--- src/rtl/fpcmp_pkg.sv ---
package fpcmp_pkg;

  typedef enum logic [1:0] {
    FMT_SGL  = 2'd0,
    FMT_DBL  = 2'd1,
    FMT_PAIR = 2'd2,
    FMT_RSV  = 2'd3
  } cmp_fmt_e;

  localparam int PRED_SIG = 3;
  localparam int PRED_LT  = 2;
  localparam int PRED_EQ  = 1;
  localparam int PRED_UN  = 0;

  function automatic logic pred_hit(input logic [3:0] p, input logic lt,
                                    input logic eq, input logic un);
    return (p[PRED_LT] & lt) | (p[PRED_EQ] & eq) | (p[PRED_UN] & un);
  endfunction

  function automatic logic inv_hit(input logic [3:0] p, input logic sig_nan,
                                   input logic any_nan);
    return sig_nan | (p[PRED_SIG] & any_nan);
  endfunction

endpackage

--- src/rtl/fpc_lane.sv ---
module fpc_lane #(
  parameter int EXP_W  = 8,
  parameter int FRAC_W = 23,
  localparam int W     = EXP_W + FRAC_W + 1
) (
  input  logic [W-1:0] a,
  input  logic [W-1:0] b,
  input  logic         mag_only,
  output logic         lt,
  output logic         eq,
  output logic         un,
  output logic         sig_nan
);

  function automatic logic is_nan(input logic [W-1:0] v);
    return (&v[W-2 -: EXP_W]) && (v[FRAC_W-1:0] != '0);
  endfunction

  function automatic logic is_snan(input logic [W-1:0] v);
    return is_nan(v) && !v[FRAC_W-1];
  endfunction

  logic           a_s, b_s;
  logic [W-2:0]   a_m, b_m;
  logic           lt_raw;

  always_comb begin
    a_s = a[W-1] & ~mag_only;
    b_s = b[W-1] & ~mag_only;
    a_m = a[W-2:0];
    b_m = b[W-2:0];
    un  = is_nan(a) | is_nan(b);
    sig_nan = is_snan(a) | is_snan(b);
    eq  = !un && ((a_m == '0 && b_m == '0) || (a_s == b_s && a_m == b_m));
    if (a_s != b_s)
      lt_raw = a_s;
    else if (!a_s)
      lt_raw = a_m < b_m;
    else
      lt_raw = a_m > b_m;
    lt = !un && !eq && lt_raw;
  end

  always_comb begin
    a_r4_unord_excl: assert (!(un && (lt || eq)));
    a_r3_lt_eq_excl: assert (!(lt && eq));
    a_r5_snan_is_nan: assert (!(sig_nan && !un));
  end

endmodule

--- src/rtl/fp_cmp_cond.sv ---
module fp_cmp_cond
  import fpcmp_pkg::*;
#(
  parameter int CC_COUNT = 8,
  localparam int CCW = (CC_COUNT > 1) ? $clog2(CC_COUNT) : 1
) (
  input  logic [63:0]         op_a,
  input  logic [63:0]         op_b,
  input  logic [1:0]          fmt,
  input  logic                abs_en,
  input  logic [3:0]          pred,
  input  logic [CCW-1:0]      cc_idx,
  input  logic                inv_trap_en,
  output logic [CC_COUNT-1:0] cc_val,
  output logic [CC_COUNT-1:0] cc_wen,
  output logic                invalid,
  output logic                trap
);

  logic [1:0] s_lt, s_eq, s_un, s_sig;
  logic       d_lt, d_eq, d_un, d_sig;

  for (genvar g = 0; g < 2; g++) begin : g_sgl
    fpc_lane #(.EXP_W(8), .FRAC_W(23)) u_lane (
      .a(op_a[32*g +: 32]), .b(op_b[32*g +: 32]), .mag_only(abs_en),
      .lt(s_lt[g]), .eq(s_eq[g]), .un(s_un[g]), .sig_nan(s_sig[g])
    );
  end

  fpc_lane #(.EXP_W(11), .FRAC_W(52)) u_dbl (
    .a(op_a), .b(op_b), .mag_only(abs_en),
    .lt(d_lt), .eq(d_eq), .un(d_un), .sig_nan(d_sig)
  );

  logic res_lo, res_hi, inv_raw, fmt_ok, two_codes, write_ok;
  int   lo_i;

  always_comb begin
    res_lo = 1'b0; res_hi = 1'b0; inv_raw = 1'b0;
    fmt_ok = 1'b1; two_codes = 1'b0;
    unique case (cmp_fmt_e'(fmt))
      FMT_SGL: begin
        res_lo  = pred_hit(pred, s_lt[0], s_eq[0], s_un[0]);
        inv_raw = inv_hit(pred, s_sig[0], s_un[0]);
      end
      FMT_DBL: begin
        res_lo  = pred_hit(pred, d_lt, d_eq, d_un);
        inv_raw = inv_hit(pred, d_sig, d_un);
      end
      FMT_PAIR: begin
        res_lo    = pred_hit(pred, s_lt[0], s_eq[0], s_un[0]);
        res_hi    = pred_hit(pred, s_lt[1], s_eq[1], s_un[1]);
        inv_raw   = inv_hit(pred, s_sig[0], s_un[0]) | inv_hit(pred, s_sig[1], s_un[1]);
        two_codes = 1'b1;
      end
      default: fmt_ok = 1'b0;
    endcase
    invalid  = fmt_ok & inv_raw;
    trap     = invalid & inv_trap_en;
    lo_i     = int'(cc_idx);
    write_ok = fmt_ok && !trap && (lo_i < CC_COUNT);
    for (int i = 0; i < CC_COUNT; i++) begin
      cc_wen[i] = write_ok && ((i == lo_i) || (two_codes && i == lo_i + 1));
      cc_val[i] = cc_wen[i] && ((i == lo_i) ? res_lo : res_hi);
    end
  end

  always_comb begin
    a_r10_trap_no_write: assert (!(trap && (cc_wen != '0)));
    a_r9_val_masked: assert ((cc_val & ~cc_wen) == '0);
    a_r8_at_most_two: assert ($countones(cc_wen) <= 2);
    a_r11_reserved_quiet: assert (!(fmt == 2'd3 && (invalid || cc_wen != '0)));
  end

endmodule

--- config.mk ---
export PLATFORM = sky130hd
export DESIGN_NAME = fp_cmp_cond
export DESIGN_NICKNAME = d
export VERILOG_FILES = /design/src/rtl/fpcmp_pkg.sv /design/src/rtl/fpc_lane.sv /design/src/rtl/fp_cmp_cond.sv
export SDC_FILE = /design/constraint.sdc
export NUM_CORES = 1
export LEC_CHECK = 0
export ABC_AREA = 1
export BUFFER_PORTS_ARGS = -buffer_cell sky130_fd_sc_hd__buf_2
export CAP_MARGIN = 20
export CELL_PAD_IN_SITES_DETAIL_PLACEMENT = 0
export CELL_PAD_IN_SITES_GLOBAL_PLACEMENT = 2
export CORE_ASPECT_RATIO = 0.6
export CORE_MARGIN = 2
export CORE_UTILIZATION = 24
export DETAILED_ROUTE_END_ITERATION = 16
export PLACE_DENSITY_LB_ADDON = 0.1
export SLEW_MARGIN = 30
export SYNTH_ARGS = -nofsm -noshare
export SYNTH_HDL_FRONTEND = slang
export SYNTH_SLANG_ARGS = --single-unit
--- constraint.sdc ---
create_clock -name vclk -period 3.26
set_input_delay 0.326 -clock vclk [all_inputs]
set_output_delay 0.326 -clock vclk [all_outputs]
set_load 0.1 [all_outputs]
### Word level (Yosys, flattened, before mapping)

Cells that the tools add are included.
W data, S select, Z words.

| operators by class | value |
|---|---|
| muxes and demuxes | 19 |
| bitwise operators | 35 |
| reductions and logical operators | 99 |
| $lt $le $gt $ge | 6 |
| equal/unequal tests | 23 |
| add/sub/neg operators | 1 |

Operators with widths:

| operator | count |
|---|---|
| $logic_not A63 Y1 | 2 |
| $logic_not A31 Y1 | 4 |
| $reduce_bool A52 Y1 | 2 |
| $eq A4 B32 Y1 const A | 3 |
| $reduce_bool A23 Y1 | 4 |
| $eq A3 B32 Y1 const A | 2 |
| $eq A63 B63 Y1 | 1 |
| $gt A63 B63 Y1 | 1 |
| $lt A63 B63 Y1 | 1 |
| $eq A31 B31 Y1 | 2 |
| $gt A31 B31 Y1 | 2 |
| $lt A31 B31 Y1 | 2 |
| $logic_and A1 B1 Y1 | 52 |
| $eq A2 B32 Y1 const A | 1 |
| $logic_not A32 Y1 | 1 |
| $reduce_and A8 Y1 | 4 |
| $reduce_and A11 Y1 | 2 |
| $and A1 B1 Y1 | 18 |
| $mux W1 | 17 |
| $or A1 B1 Y1 | 16 |
| $logic_not A1 Y1 | 13 |
| $eq A3 B3 Y1 const A | 4 |
| $logic_or A1 B1 Y1 | 11 |
| $eq A2 B3 Y1 const A | 2 |
| other kinds (14) | 16 |

| word-level totals | value |
|---|---|
| input port bits | 139 |
| output and inout bits | 18 |
| flip-flop bits (word level) | 0 |

### Depth between registers and ports, before layout

Gate-level depths: netlist of the first run.

| depth | value |
|---|---|
| depth after elaboration | 15 |
| gate-level depth with buffers | 21 |

### Cells and area by module

A second synthesis of the first run with hierarchy kept.

| second synthesis, totals | value |
|---|---|
| cell total of the unflattened synthesis | 1025 |
| area total of the unflattened synthesis | 5398.9 um^2 |

Modules (own cells, without submodules):

| module | cells each | times used | area an instance (um^2) | seq. area each (um^2) |
|---|---|---|---|---|
| fpc_lane at g_sgl[0].u_lane ... | 238 | 2 | 1263.7 | 0.0 |
| fpc_lane at u_dbl | 439 | 1 | 2391.0 | 0.0 |
| fp_cmp_cond | 110 | 1 | 480.5 | 0.0 |

### Worst setup path after synthesis of the first run

No wires, ideal clock.

| path | value |
|---|---|
| kind | in2out |
| start | input port op_a[15] |
| end | output port cc_val[3] |
| path slack | 0.428 ns |
| buffers on the path | 0 |
| stages | 17 |
| data arrival time | 2.506 ns |
| cells stage by stage | nor2_1 -> nand2_1 -> nor2_1 -> nand2_1 -> nor2_2 -> nand2_1 -> nand2_2 -> nand2_1 -> nand2_1 -> nand3_1 -> nand2_1 -> nand2_2 -> nand2_4 -> nand3_1 -> nor2_1 -> nand2_1 -> inv_1 |

RTL lines:

| element | RTL line | RTL |
|---|---|---|
| start: declaration | fp_cmp_cond.sv:7 | `input logic [63:0] op_a,` |
| $reduce_bool A23 Y1 | fpc_lane.sv:16 | `return (&v[W-2 -: EXP_W]) && (v[FRAC_W-1:0] != '0);` |
| $logic_and A1 B1 Y1 | fpc_lane.sv:16 |  |
| $or A1 B1 Y1 or $logic_and A1 B1 Y1 (tied branches) | fpc_lane.sv:32, fpc_lane.sv:20 |  |
| $and A1 B1 Y1 or $or A1 B1 Y1 (tied branches) | fpcmp_pkg.sv:22, fpc_lane.sv:33 |  |
| $or A1 B1 Y1 | fpcmp_pkg.sv:22 | `return sig_nan \| (p[PRED_SIG] & any_nan);` |
| $or A1 B1 Y1 | fp_cmp_cond.sv:53 | `inv_raw = inv_hit(pred, s_sig[0], s_un[0]) \| inv_hit(pred, s_sig[1], s_un[1]);` |
| $pmux W1 S3 (*) | fp_cmp_cond.sv:41 | `unique case (cmp_fmt_e'(fmt))` |
| $and A1 B1 Y1 (*) | fp_cmp_cond.sv:58 | `invalid = fmt_ok & inv_raw;` |
| via invalid | fp_cmp_cond.sv:16 | `output logic invalid,` |
| $and A1 B1 Y1 (*) | fp_cmp_cond.sv:59 | `trap = invalid & inv_trap_en;` |
| $logic_not A1 Y1 (*) | fp_cmp_cond.sv:61 | `write_ok = fmt_ok && !trap && (lo_i < CC_COUNT);` |
| $logic_and A1 B1 Y1 (*) | fp_cmp_cond.sv:61 |  |
| $logic_and A1 B1 Y1 (*) | fp_cmp_cond.sv:63 | `cc_wen[i] = write_ok && ((i == lo_i) \|\| (two_codes && i == lo_i + 1));` |
| $logic_and A1 B1 Y1 (*) | fp_cmp_cond.sv:64 | `cc_val[i] = cc_wen[i] && ((i == lo_i) ? res_lo : res_hi);` |
| end: declaration | fp_cmp_cond.sv:14 | `output logic [CC_COUNT-1:0] cc_val,` |

The timed path passes the listed nets; every way through them passes the cells marked *.

### Worst setup path in the final report of the first run

| path | value |
|---|---|
| start | input port op_b[22] |
| end | output port cc_val[0] |

| between the ends | value |
|---|---|
| word-level cells in the longest chain between the ends | 14 |

Ends and longest elaborated chain:

| element | RTL line | RTL |
|---|---|---|
| start: declaration | fp_cmp_cond.sv:8 | `input logic [63:0] op_b,` |
| parallel branches: the longest is 13 deep, another holds $lt A63 B63 Y1 | - |  |
| $logic_and A1 B1 Y1 (*) | fp_cmp_cond.sv:64 |  |

Mark *: on every way between the ends.

==> summary.txt, run 1 <==
Yosys cell types: 26
DRT iter0 DRCs: 229
row cnt: 34
final core utilization: 32.35%
GRT Total Usage: 16.07%
largest net degree at the start of global routing: 15
critical path required time: 2.93 ns
Critical Path Start Type: input port
RSZ-0062 raised after global routing: no
initial antenna violation count: 0
setup_tns: 0 ns
post-layout minimum cycle time: 2.880 ns
Final period util: 88.33%
Slew Limit Headroom: 66.92%
Routed Antenna Nets: 0
post-layout instance area: 4666 µm²
Layout area overhead: 32.70%
Final Setup Violations: 0
Seq pwr share: 0%
# hold bufs at CTS: 0
status: completed
Yosys Warn Count: 0
first drt pass iteration count: 5
input/output buffers: 157
ranking of synthesized cells by area: ha_1, nand2_1, inv_1, nor2_1, nand3_1
vias in the first global route: 4487
filler cell count: 1693
Vias/cell: 4.284
crit-path most repeated cell: nand2_1
Max FO, Critical Path: 8
Cell Chain, Critical Path: buf_2 -> inv_1 -> ha_1 -> nand2_1 -> nor2_1 -> nand2_1 -> nor2_2 -> nand2_1 -> nand2_1 -> nand2_1 -> nand3_1 -> nand3_1 -> nand2_1 -> nand2_1 -> nand3_1 -> nand2_1 -> inv_1 -> buf_12
switching part of the total: 62.81%
Worst IR Drop VDD: 0.06025 mV
Final Power: 516.1 µW
WL final: 12690 µm
CP Buf/Inv Count: 4
setup bufs post-CTS: 0
GPL Wtd Cong: 0.8314
Clock power frac: 0%
Fin. Hold Viols: 0
crit path kind: in2out
MaxCap Viol Count: 0
post-synth top area share: 23.49%
Seq/Total Area, Yosys: 0%
CLK BUF: 0
Die W: 160.3 µm
max incr delay on CP: 0.30 ns
PwrDens: 110.6 nW/µm²
ANT cells: 0
DRC violations left: 0
via count: 4528
fmax: 0.3473 GHz
global-route wire length before repair: 21220 µm
slew at the pin with the worst max-slew slack: 0.4997 ns
PostCTS Resize Cnt: 0
Core Footprint: 14420 µm²
GRT overflow: 0
wire length per cell: 12.01 µm
Die ar.: 15670 µm²
NetSw: 324.1 µW
P_int: 191.9 µW
Top delay family on crit path: simple AND/OR/NAND/NOR gates
starting density of the core: 24.38%
top cell type by total area after synthesis: ha_1
Pleak: 2.899 nW
mapped cell area: 3516 µm²
post-DP HPWL: 11700 µm
Worst setup EP type: primary output
DP Area: 4666 µm²
Nets: 1066
syn_area_per_cell: 5.001 µm²
final slew viol count: 0
sequential cell area: 0 µm²
Die Height: 97.76 µm
Slowest-stage cell, CP: ha_1
WP data arrival: 2.55 ns
I/O pin total: 157
dominant cell by count in the synthesized netlist: nand2_1
Net Count, Synth: 908
Min-Delay Path Class: in2out
sequential cell count: 0
share of post-route cells with drive strength above 1: 21.19%
synth cell count leaders: nand2_1, inv_1, nor2_1
combinational share of power: 100.0%
post-synthesis cell count: 703
pre-CTS WS: 0.3833 ns
final worst slack: 0.3805 ns
## cell type report
cell class / instances / area (µm²) / share of cell area [%]
multi-input combinational: 554 / 2957 / 63.37
inverter: 148 / 555.5 / 11.91
timing repair buffer: 157 / 905.9 / 19.42
tap: 198 / 247.7 / 5.310
## cells by family after synthesis
kind of cell             share of synthesized area [%]
AO/OA/AOI/OAI                                    7.972
buffers and inverters                            15.91
AND/OR/NAND/NOR                                  52.63
adder cells (fa/ha/maj)                          23.49
## stage by stage
step,hold slack [ns],instances
global route,1.256,1057
detailed placement,1.214,1057
finish,1.209,1057
CTS,1.214,1057
floorplan,1.091,703
global placement,1.216,1057
## worst paths after layout
kind	start	end	slack [ns]	depth (start not counted)
setup / recovery	op_b[22]	cc_val[0]	0.38	18
hold / removal	inv_trap_en	trap	1.21	4
## power groups by stage
| stage | Clock, mW | Sequential (mW) | Combinational (mW) |
|---|---|---|---|
| 6_report | 0 | 0 | 0.516 |
| 5_1_grt | 0 | 0 | 0.593 |
| 4_1_cts | 0 | 0 | 0.518 |
| 3_5_place_dp | 0 | 0 | 0.516 |
| 3_3_place_gp | 0 | 0 | 0.514 |
| 2_1_floorplan | 0 | 0 | 0.306 |
## layer usage
layer	GRT usage [%]	wire, µm	vias to the layer above
met3	0.8496	621	2
met5	0	0	-
met1	26.46	7299	1924
met4	1.040	36	0
met2	23.44	4733	116
li1	-	-	2486
## layout by cell type (no fill, tap or decap), types with 2 or more instances in the layout
master,count
nand2_1,201
buf_2,149
inv_1,148
nor2_1,135
ha_1,66
nand3_1,49
a21oi_1,34
nor2_2,14
nand4_1,10
buf_12,8
nand2_2,7
nor3_1,6
a31oi_1,6
nand3b_1,4
a21o_1,4
o21ai_0,4
and3_1,3
a22oi_1,2
Power figures use the tool's default switching activity.
==> run 2, diff against run 1 <==
==> constraint.sdc (replaced) <==
create_clock -name vclk -period 3.26
set_input_delay 0.652 -clock vclk [all_inputs]
set_output_delay 0.652 -clock vclk [all_outputs]
set_load 0.1 [all_outputs]
==> summary.txt, run 2 (synthesis results as in run 1) <==
Fin. Hold Viols: 0 (unchanged)
Worst setup EP type: primary output
largest net degree at the start of global routing: 15 (unchanged)
Core Footprint: 14420 µm² (unchanged)
fmax: 0.2941 GHz (-15%)
ANT cells: 0 (unchanged)
GRT Total Usage: 16.56% (+0.49 points)
crit path kind: in2out
Min-Delay Path Class: in2out
GRT overflow: 0 (unchanged)
global-route wire length before repair: 21740 µm (+2.4%)
I/O pin total: 157 (unchanged)
Die ar.: 15670 µm² (unchanged)
CLK BUF: 0 (unchanged)
first drt pass iteration count: 4 (-1)
Max FO, Critical Path: 8 (unchanged)
final core utilization: 44.89% (+13 points)
sequential cell count: 0 (unchanged)
crit-path most repeated cell: nand2_2
worst hold path depth: 4 (unchanged)
final worst slack: -0.1405 ns (-0.5210 ns)
setup_tns: -1.078 ns (-1.078 ns)
WL final: 14060 µm (+11%)
failing checks: setup timing
Die Height: 97.76 µm (unchanged)
Slew Limit Headroom: 59.30% (-7.6 points)
via count: 4948 (+9.3%)
WP data arrival: 2.75 ns (+0.20 ns)
PwrDens: 119.0 nW/µm² (+7.6%)
Hold Path Origin: inv_trap_en
Slowest-stage cell, CP: ha_4
slew at the pin with the worst max-slew slack: 0.6099 ns (+0.1102 ns)
share of post-route cells with drive strength above 1: 46.35% (+25 points)
Final Setup Violations: 8 (+8)
Routed Antenna Nets: 0 (unchanged)
critical path required time: 2.61 ns (-0.32 ns)
DRT iter0 DRCs: 160 (-30%)
Final period util: 104.3% (+16 points)
Layout area overhead: 84.13%
Cell Chain, Critical Path: buf_2 -> ha_4 -> a21oi_1 -> o21ai_1 -> a21oi_4 -> and2_0 -> nand2_2 -> nand2_1 -> nand2_1 -> nand3_1 -> nand2_2 -> buf_12 -> a21oi_1 -> nor2_1 -> nand2_2 -> clkinvlp_4 -> buf_12
input/output buffers: 157 (unchanged)
worst hold endpoint: trap
vias in the first global route: 4580 (+2.1%)
Worst IR Drop VDD: 0.06029 mV (about the same)
Nets: 1152 (+8.1%)
GPL Wtd Cong: 0.8325 (+0.13%)
Final Power: 770.4 µW (+49%)
commonest non-fill, non-tap cell in the layout: nand2_1
row cnt: 34 (unchanged)
Vias/cell: 4.329 (+1.1%)
initial antenna violation count: 1 (+1)
most frequent cells in the layout: nand2_1, buf_2, inv_1
Die W: 160.3 µm (unchanged)
post-DP HPWL: 11800 µm (+0.80%)
RSZ-0062 raised after global routing: yes
starting density of the core: 24.38% (unchanged)
final slew viol count: 0 (unchanged)
MaxCap Viol Count: 0 (unchanged)
DRC violations left: 0 (unchanged)
max incr delay on CP: 0.25 ns (-0.05 ns)
Pleak: 3.353 nW (+16%)
sequential cell area: 0 µm² (unchanged)
Min Hold Slack: 1.850 ns (+0.6409 ns)
wire length per cell: 12.30 µm (+2.4%)
status: finished, violations left
Critical Path Start Type: input port
post-layout minimum cycle time: 3.401 ns (+0.5210 ns)
==> run 2: cell count changes in the layout (fill, tap and decap cells not counted), sizes merged <==
cell and change:
nand2 +1, inv -9, clkinvlp +9, buf +85
==> run 2: area by class of cell <==
| type | count | area (µm²) |
|---|---|---|
| multi-input cells | 555 | 3802 |
| repair buffers | 242 | 1814 |
| inverters | 148 | 609.3 |
| fillers | 1537 | 7948 |
| well taps | 198 | 247.7 |
==> run 2: metrics by stage <==
| stage | worst slack, ns | cells | cell area (µm²) |
|---|---|---|---|
| 4_1_cts | -0.1524 | 1137 | 5763 |
| 2_1_floorplan | 0.05363 | 703 | 3555 |
| 3_5_place_dp | -0.3015 | 1135 | 5423 |
| 6_report | -0.1405 | 1143 | 6474 |
| 5_1_grt | -0.2819 | 1143 | 6474 |
| 3_3_place_gp | -0.3035 | 1135 | 5423 |
==> run 2: what timing repair did <==
action                                  4_1_cts  5_1_grt
endpoints found under the setup margin       16       17
buffers inserted                              2        5
cloned                                        0        1
resized for setup                            81      155
pin swaps                                    29       62
hold buffers                                  0        0
==> run 2: worst max path at each step <==
stage / from / to / slack (ns) / cells past startpoint
final: op_a[60] / cc_val[7] / -0.14 / 17
after detailed placement: op_b[62] / cc_val[6] / -0.30 / 19
after CTS: op_b[52] / cc_val[6] / -0.15 / 19
after floorplan: op_b[54] / cc_val[0] / 0.05 / 17
after global placement: op_b[62] / cc_val[6] / -0.30 / 20
after global routing: op_b[30] / cc_val[4] / -0.28 / 20
==> run 2: layer usage <==
metal | track usage [%] | wire length, µm | vias to the layer above
met3 | 1.232 | 542 | 4
li1 | - | - | 2664
met5 | 0 | 13 | -
met2 | 25.07 | 5801 | 99
met1 | 26.58 | 7671 | 2179
met4 | 0.4158 | 31 | 2
==> run 2: worst max-delay path: cells and delay by family <==
kind / cells / cell delay [ns]
adder cells (fa/ha/maj): 1 / 0.25
AO/OA/AOI/OAI: 4 / 0.65
buffers and inverters: 4 / 0.55
AND/OR/NAND/NOR: 8 / 0.65
==> run 2: where the power goes <==
part	internal [mW]	total [mW]	leakage [nW]	switching (mW)
clock network	0	0	0	0
registers	0	0	0	0
logic	0.348	0.770	3.35	0.422
==> run 3, diff against run 2 <==
Settings changed: SKIP_LAST_GASP from default to 1.
==> summary.txt, run 3 (synthesis results as in run 1) <==
final worst slack: -0.1377 ns (+0.002896 ns)
PwrDens: 119.0 nW/µm² (about the same)
crit path kind: in2out
slew at the pin with the worst max-slew slack: 0.6155 ns (+0.005644 ns)
sequential cell count: 0 (unchanged)
combinational share of power: 100.0% (about the same)
status: finished, violations left
Vias/cell: 4.328 (about the same)
Layout area overhead: 83.88%
most frequent cells in the layout: nand2_1, buf_2, inv_1
largest net degree at the start of global routing: 15 (unchanged)
# hold bufs at CTS: 0 (unchanged)
switching part of the total: 54.84% (about the same)
timing startpoint of the critical path: op_b[62]
Worst IR Drop VDD: 0.06028 mV (about the same)
failing checks: setup timing
Max FO, Critical Path: 8 (unchanged)
Critical Path Start Type: input port
DP Area: 5423 µm² (unchanged)
share of post-route cells with drive strength above 1: 46.14% (-0.21 points)
Fin. Hold Viols: 0 (unchanged)
Die ar.: 15670 µm² (unchanged)
filler cell count: 1539 (+0.13%)
commonest non-fill, non-tap cell in the layout: nand2_1
CLK BUF: 0 (unchanged)
DRT iter0 DRCs: 159 (-0.63%)
worst hold path depth: 4 (unchanged)
pre-CTS WS: -0.3015 ns (unchanged)
Seq pwr share: 0% (unchanged)
fmax: 0.2943 GHz (about the same)
post-layout minimum cycle time: 3.398 ns (-0.002896 ns)
Non-Filler Instances: 1143 (unchanged)
GRT Total Usage: 16.56% (unchanged)
Hold Path Origin: inv_trap_en
GPL Wtd Cong: 0.8325 (unchanged)
Final Setup Violations: 8 (unchanged)
Min Hold Slack: 1.851 ns (+0.001420 ns)
WP data arrival: 2.75 ns (about the same)
MaxCap Viol Count: 0 (unchanged)
DRC violations left: 0 (unchanged)
wire length per cell: 12.29 µm (about the same)
Die Height: 97.76 µm (unchanged)
Die W: 160.3 µm (unchanged)
final slew viol count: 0 (unchanged)
placed insts: 1135 (unchanged)
row cnt: 34 (unchanged)
post-layout instance area: 6465 µm² (-0.14%)
Slew Limit Headroom: 58.92% (-0.38 points)
GRT overflow: 0 (unchanged)
Final period util: 104.2% (about the same)
Routed Antenna Nets: 0 (unchanged)
via count: 4947 (-0.020%)
sequential cell area: 0 µm² (unchanged)
Worst setup EP type: primary output
ANT cells: 0 (unchanged)
NetSw: 422.0 µW (about the same)
RSZ-0062 raised after global routing: yes
post-DP HPWL: 11800 µm (unchanged)
WL final: 14050 µm (about the same)
initial antenna violation count: 1 (unchanged)
critical path required time: 2.61 ns (about the same)
Core Footprint: 14420 µm² (unchanged)
Nets: 1152 (unchanged)
Final Power: 769.4 µW (-0.12%)
first drt pass iteration count: 4 (unchanged)
Pleak: 3.353 nW (about the same)
Min-Delay Path Class: in2out
global-route wire length before repair: 21740 µm (unchanged)
Clock power frac: 0% (unchanged)
vias in the first global route: 4580 (unchanged)
input/output buffers: 157 (unchanged)
starting density of the core: 24.38% (unchanged)
I/O pin total: 157 (unchanged)
P_int: 347.5 µW (-0.19%)
run 3: cell counts in the layout (fill, tap and decap cells not counted):
Identical to the previous run, type by type.
run 3: per-stage QoR:
stage,util [%],TNS (ns)
final,44.83,-1.060
after CTS,39.96,-1.384
after detailed placement,37.60,-2.965
after floorplan,-,0
after global routing,44.83,-2.611
after global placement,37.60,-2.824
run 3: what timing repair did:
| action | in CTS | in global routing |
|---|---|---|
| hold endpoints to repair | 0 | 0 |
| pin swaps | 29 | 62 |
| endpoints found under the setup margin | 16 | 17 |
| gates resized for setup | 81 | 152 |
| cloned | 0 | 1 |
| setup buffers | 2 | 5 |
run 3: path summary, 6_finish.rpt:
path                    end  slack (ns)
setup / recovery  cc_val[3]       -0.14
hold / removal         trap        1.85
run 3: worst max-delay path, stage by stage:
cell and delay [ns]:
buf_8 0.10, inv_4 0.06, ha_4 0.20, a21oi_1 0.18, o21ai_1 0.17, a21oi_4 0.19
and2_0 0.17, nand2_2 0.07, nand2_1 0.06, nand2_1 0.05, nand3_1 0.08, nand2_2 0.08
buf_12 0.16, a21oi_2 0.13, nor2_2 0.06, nand2_2 0.08, clkinvlp_4 0.09, buf_12 0.17
run 3: area by class of cell:
cell class,count,area (µm²),share of cell area (%)
Inverter,148,609.3,9.425
Multi-Input combinational cell,555,3797,58.74
Tap cell,198,247.7,3.832
Timing Repair Buffer,242,1810,28.00
run 3: power groups by stage:
stage,Clock (mW),Sequential (mW),Combinational [mW]
after floorplan,0,0,0.308
after global placement,0,0,0.604
after detailed placement,0,0,0.608
after CTS,0,0,0.663
after global routing,0,0,0.852
final,0,0,0.769
run 3: routing by layer:
layer  up-vias  GRT usage [%]  part of all wire (%)
met2        99          25.07                    41
met3         4          1.232                   3.8
li1       2665              -                     -
met4         2         0.4158                  0.22
met1      2177          26.58                    55
met5         -              0                 0.093
